==> src/rtl/refdiv_pkg.sv <==
package refdiv_pkg;
  localparam int CNT_W = 12;
  localparam int SEL_W = 3;
  localparam int NUM_RATIOS = 1 << SEL_W;

  // Divide ratio selected by each code
  function automatic logic [CNT_W-1:0] ratio_of(input logic [SEL_W-1:0] code);
    logic [CNT_W-1:0] r;
    case (code)
      3'd0:    r = 12'd8;
      3'd1:    r = 12'd64;
      3'd2:    r = 12'd128;
      3'd3:    r = 12'd256;
      3'd4:    r = 12'd640;
      3'd5:    r = 12'd1000;
      3'd6:    r = 12'd1024;
      default: r = 12'd2048;
    endcase
    return r;
  endfunction

  // Counter reload value: one less than the ratio
  function automatic logic [CNT_W-1:0] reload_of(input logic [SEL_W-1:0] code);
    return ratio_of(code) - CNT_W'(1);
  endfunction
endpackage

==> src/rtl/refdiv_rst_sync.sv <==
module refdiv_rst_sync #(
  parameter int STAGES = 2
) (
  input  logic clk,
  input  logic rst_n,
  output logic rst_sync_n
);
  logic [STAGES-1:0] stage_q;
  logic [STAGES-1:0] stage_d;

  always_comb begin
    stage_d = {stage_q[STAGES-2:0], 1'b1};
  end

  always_ff @(posedge clk or negedge rst_n) begin
    if (!rst_n) stage_q <= '0;
    else        stage_q <= stage_d;
  end

  assign rst_sync_n = stage_q[STAGES-1];
endmodule

==> src/rtl/refdiv_ratio_rom.sv <==
module refdiv_ratio_rom
  import refdiv_pkg::*;
(
  input  logic [SEL_W-1:0] code_i,
  output logic [CNT_W-1:0] reload_o
);
  logic [CNT_W-1:0] table_w [NUM_RATIOS];

  for (genvar g = 0; g < NUM_RATIOS; g++) begin : g_entry
    assign table_w[g] = reload_of(SEL_W'(g));
  end

  assign reload_o = table_w[code_i];
endmodule

==> src/rtl/refdiv_counter.sv <==
module refdiv_counter #(
  parameter int W = 12
) (
  input  logic         clk,
  input  logic         rst_n,
  input  logic [W-1:0] load_i,
  output logic [W-1:0] cnt_o,
  output logic         tc_o
);
  logic [W-1:0] cnt_q, cnt_d;
  logic         primed_q, primed_d;
  logic         at_zero;

  assign at_zero = (cnt_q == '0);

  always_comb begin
    primed_d = 1'b1;
    cnt_d    = cnt_q;
    if (!primed_q || at_zero) cnt_d = load_i;
    else                      cnt_d = cnt_q - W'(1);
  end

  always_ff @(posedge clk or negedge rst_n) begin
    if (!rst_n) begin
      cnt_q    <= '0;
      primed_q <= 1'b0;
    end else begin
      cnt_q    <= cnt_d;
      primed_q <= primed_d;
    end
  end

  assign tc_o  = primed_q && at_zero;
  assign cnt_o = cnt_q;

  // every non-terminal cycle steps down by exactly one
  assert_count_step_R2: assert property (@(posedge clk) disable iff (!rst_n)
    ($past(primed_q) && $past(cnt_q) != '0) |-> (cnt_q == $past(cnt_q) - W'(1)));

  // first cycle after release takes the table value for the current code
  assert_prime_load_R6: assert property (@(posedge clk) disable iff (!rst_n)
    $rose(primed_q) |-> (cnt_q == $past(load_i)));
endmodule

==> src/rtl/refdiv_top.sv <==
module refdiv_top
  import refdiv_pkg::*;
#(
  parameter int SYNC_STAGES = 2
) (
  input  logic             clk,
  input  logic             rst_n,
  input  logic [SEL_W-1:0] ratio_sel,
  output logic             ref_pulse
);
  logic             rst_sync_n;
  logic [CNT_W-1:0] reload_w;
  logic [CNT_W-1:0] cnt_w;
  logic             tc_w;
  logic             pulse_q, pulse_d;

  refdiv_rst_sync #(.STAGES(SYNC_STAGES)) u_sync (
    .clk        (clk),
    .rst_n      (rst_n),
    .rst_sync_n (rst_sync_n)
  );

  refdiv_ratio_rom u_rom (
    .code_i   (ratio_sel),
    .reload_o (reload_w)
  );

  refdiv_counter #(.W(CNT_W)) u_cnt (
    .clk    (clk),
    .rst_n  (rst_sync_n),
    .load_i (reload_w),
    .cnt_o  (cnt_w),
    .tc_o   (tc_w)
  );

  always_comb begin
    pulse_d = tc_w;
  end

  always_ff @(posedge clk or negedge rst_sync_n) begin
    if (!rst_sync_n) pulse_q <= 1'b0;
    else             pulse_q <= pulse_d;
  end

  assign ref_pulse = pulse_q;

  // strobe never lasts two cycles
  assert_single_cycle_R3: assert property (@(posedge clk) disable iff (!rst_sync_n)
    pulse_q |=> !pulse_q);

  // the period starting at a strobe uses the ratio of the code seen at reload
  assert_reload_ratio_R1: assert property (@(posedge clk) disable iff (!rst_sync_n)
    pulse_q |-> (cnt_w == reload_of($past(ratio_sel))));
endmodule

==> config.mk <==
export PLATFORM = sky130hd
export DESIGN_NAME = refdiv_top
export DESIGN_NICKNAME = d
export VERILOG_FILES = /design/src/rtl/refdiv_pkg.sv /design/src/rtl/refdiv_rst_sync.sv /design/src/rtl/refdiv_ratio_rom.sv /design/src/rtl/refdiv_counter.sv /design/src/rtl/refdiv_top.sv
export SDC_FILE = /design/constraint.sdc
export NUM_CORES = 1
export LEC_CHECK = 0
export ABC_AREA = 1
export BUFFER_PORTS_ARGS = -buffer_cell sky130_fd_sc_hd__buf_2
export CORE_AREA = 2 2 54 56
export CTS_CLUSTER_SIZE = 25
export DETAILED_ROUTE_END_ITERATION = 10
export DIE_AREA = 0 0 56 58
export SLEW_MARGIN = 20
export SYNTH_ARGS = -nofsm -noshare
export SYNTH_HDL_FRONTEND = slang
export SYNTH_SLANG_ARGS = --single-unit
==> constraint.sdc <==
create_clock -name clk -period 0.8 [get_ports clk]
set_clock_uncertainty 0.2 [all_clocks]
set_input_delay 0.16 -clock clk [delete_from_list [all_inputs] [get_ports clk]]
set_output_delay 0.16 -clock clk [all_outputs]
set_load 0.05 [all_outputs]
==> summary.txt <==
Setup path
  – Worst R2R Setup Slack: -0.69 ns
  – CP arrival: 1.48 ns
  – Critical Setup Path Class: flop to flop
  – CP max stage cell: dfrtp_1
  – Reg-to-reg startpoint: u_cnt.cnt_o[1]
  – Cell family with most CP delay: simple AND/OR/NAND/NOR gates
  – Worst Setup Start Kind: flop
  – Worst Setup End Kind: flop
  – Worst endpoint required time: between 0.7 and 0.8 ns
  – Worst-path cell chain: inv_2 > ha_4 > nand2_2 > nor2_2 > nand2_2 > nand2_4 > inv_6 > nand2_1 > nand2_1
  – Worst-path fanout max: 10
  – Stages on the worst setup path: 9
  – R2r worst-path depth: 9
  – Crit path largest cell delay: roughly 0.40 ns
  – Capturing point of the worst reg2reg path: u_cnt.cnt_o[8]
  – CP Buf/Inv Count: 2

Placed design
  – GP Congestion: 0.848
  – I/O Buffers: 5
  – Place WS: -0.702 ns
  – Placed Area: 1140 um2
  – HPWL after DPL: 1460 um

Synth
  – #FFs+latches synth: 16
  – Cells after Synth: 119
  – Post-Synth Simple-Gate Area: 0.354
  – Post-Syn Area: 885 um2
  – Yosys warns: 0
  – Area leader, netlist: dfrtp_1
  – Commonest cells post-synth: nand2_1 (43), dfrtp_1 (16), inv_1 (12), nor2_1 (12), o21ai_0 (7)
  – Adder-cell share of the synthesized area: 0.0283
  – XOR/XNOR share of the synthesized area: 0.0297
  – Mux cell area share after synthesis: 0
  – Primary FF master, synth: dfrtp_1
  – Number of synthesized flops with an enable pin: 0
  – Synth async-reset ratio: 1.00
  – Top cells by area, synth: dfrtp_1 (45%), nand2_1 (18%), inv_1 (5.1%), nor2_1 (5.1%), o21ai_0 (4.0%)
  – Avg Inst Size Synth: 7.43 um2
  – Netlist cell types: 21
  – Count leader, synth: nand2_1
  – Main combinational cell family by area after synthesis: simple AND/OR/NAND/NOR gates
  – Compound-Gate Fraction of Synth Area: 0.0651
  – Register area share after synthesis: 0.453
  – Top-area cell type share of the netlist area: 0.453

Clocking
  – H-tree levels: 1
  – Root Driver: clkbuf_4
  – Hold buffers post-CTS: 1
  – Clock Latency Late Sink: 0.29 ns
  – CTS sink count: 16
  – Worst-path clk slew: around 0.090 ns
  – CTS tree: yes
  – CTS Buf Count: 3
  – CTS max path bufs: 2

Floorplan
  – Row count: 19
  – Die outline height: 58 um
  – Starting Density: 0.332
  – Die X: 56 um
  – Die area: 3250 um2
  – Io pins: 6
  – CORE AREA: 2660 um2

Global route
  – Vias in the first global route: 821
  – Largest net degree at the start of global routing: 11
  – First-pass GRT wire length: 3340 um
  – GR Overflow Total: 0
  – Initial antenna violation count: 0
  – Overall Global Routing Usage: 0.132

Layout
  – Area grow syn2layout: 38.3%
  – Antenna diodes: 0
  – Post-route design area: ~1200 um2
  – Layout cell share with drive strength beyond 1: 0.368
  – Final nets: between 150 and 200

STA
  – RSZ-0062 raised after global routing: true
  – Minimum clock period: about 1.5 ns
  – PnR worst setup slack: -0.687 ns
  – Final Setup Violations: 14
  – Tcrit/Tclk final: 1.86
  – Max-slew violation count: 0
  – Worst hold margin: -0.0336 ns
  – Final hold viol count: 18
  – F_max: 673 MHz

Route
  – Via/cell ratio: approximately 4.4
  – Antenna-violating nets left: 0
  – Met2 Routed Length: 880 um
  – Wire length on met1: 852 um
  – DRC Markers: 0
  – WL met3: 38 um
  – Highest Signal Layer: met4
  – Post-Route WL: 1820 um
  – DRT iter0 DRCs: 13
  – Via Count: about 810
  – Routed wire per std cell: approximately 10 um
  – First-pass DRT Iterations: 4

Power
  – Leakage Power: slightly above 0.6 nW
  – Pwr/cell area: 1490 nW/um2
  – Maximum vdd drop: roughly 1.1 mV

Hold path
  – Min-delay worst type: flop to async pin

Job
  – Max-cap violations: 0

Run status
  – Failing checks: negative hold slack, negative setup slack
  – Status: complete, but fails checks
## registers in the layout (all words and copies together), names as in the netlist
register and count:
u_sync.stage_q 2, ref_pulse 1, u_cnt.cnt_o 12, u_cnt.primed_q 1
## timing repair
action	4_1_cts	5_1_grt
pin swaps	3	1
endpoints found under the hold margin	17	17
setup endpoints to repair	14	14
setup buffers	1	0
gates cloned	1	0
resized for setup	9	2
## layout by cell type (no fill, tap or decap), types with 2 or more instances in the layout
cell type / instances
inv_2: 5
nor2_1: 8
xnor2_1: 2
o21ai_1: 3
buf_4: 21
nor2_4: 2
inv_1: 8
nand2_2: 5
nand2_1: 42
buf_2: 4
nor2_2: 6
o21ai_0: 6
buf_6: 2
conb_1: 2
ha_4: 2
dfrtp_1: 15
nand3_1: 6
clkbuf_4: 3
## per-stage QoR
stage,cells,utilization,total power [W],hold slack (ns),setup TNS [ns]
4_1_cts,183,0.459,0.00183,-0.0278,-8.82
6_report,183,0.460,0.00183,-0.0336,-8.78
3_5_place_dp,176,0.427,0.00128,-0.253,-8.56
3_3_place_gp,176,0.427,0.00127,-0.255,-8.34
5_1_grt,183,0.460,0.00193,-0.0260,-10.06
2_1_floorplan,120,-,0.00112,-0.336,-7.04
## logic make-up after synthesis
family | after synthesis
adder cells (fa/ha/maj) | 2
XOR/XNOR | 3
other | 1
buffers and inverters | 15
flip-flops | 16
AO/OA/AOI/OAI | 11
AND/OR/NAND/NOR | 71
## worst register-to-register path, delay by kind of cell, from the launching register on
kind	cells	cell delay, ns
adder cells (fa/ha/maj)	1	0.14
buffers and inverters	2	0.17
flip-flops	1	0.40
AND/OR/NAND/NOR	6	0.48
## area by class of cell
| class | instances | area, um2 |
|---|---|---|
| Multi-Input combinational cell | 90 | 479 |
| Timing Repair Buffer | 28 | 210 |
| Inverter | 14 | 57.6 |
| Sequential cell | 16 | 402 |
| Fill cell | 267 | 1440 |
| Tap cell | 31 | 38.8 |
| Clock buffer | 4 | 36.3 |
## metal layers
| layer | track usage | vias to the layer above |
|---|---|---|
| li1 | - | 431 |
| met4 | 0.0816 | 0 |
| met1 | 0.169 | 363 |
| met3 | 0 | 5 |
| met2 | 0.225 | 12 |
| met5 | 0 | - |
## report_power, final
| group | internal [W] | total, W | switching [W] | leakage [nW] |
|---|---|---|---|---|
| logic | 0.000183 | 0.000383 | 0.000200 | 0.397 |
| registers | 0.000865 | 0.000914 | 0.0000492 | 0.188 |
| clock network | 0.000278 | 0.000529 | 0.000252 | 0.0210 |
| total | 0.00133 | 0.00183 | 0.000501 | 0.606 |
## how the worst max path moves through the flow
stage	endpoint	startpoint
2_1_floorplan	u_cnt.cnt_o[8]	u_cnt.cnt_o[0]
3_3_place_gp	u_cnt.cnt_o[8]	u_cnt.cnt_o[0]
3_5_place_dp	u_cnt.cnt_o[8]	u_cnt.cnt_o[1]
4_1_cts	u_cnt.cnt_o[8]	u_cnt.cnt_o[1]
5_1_grt	u_cnt.cnt_o[8]	u_cnt.cnt_o[0]
6_report	u_cnt.cnt_o[8]	u_cnt.cnt_o[1]
Note: power is estimated with default switching activity, not from simulation.
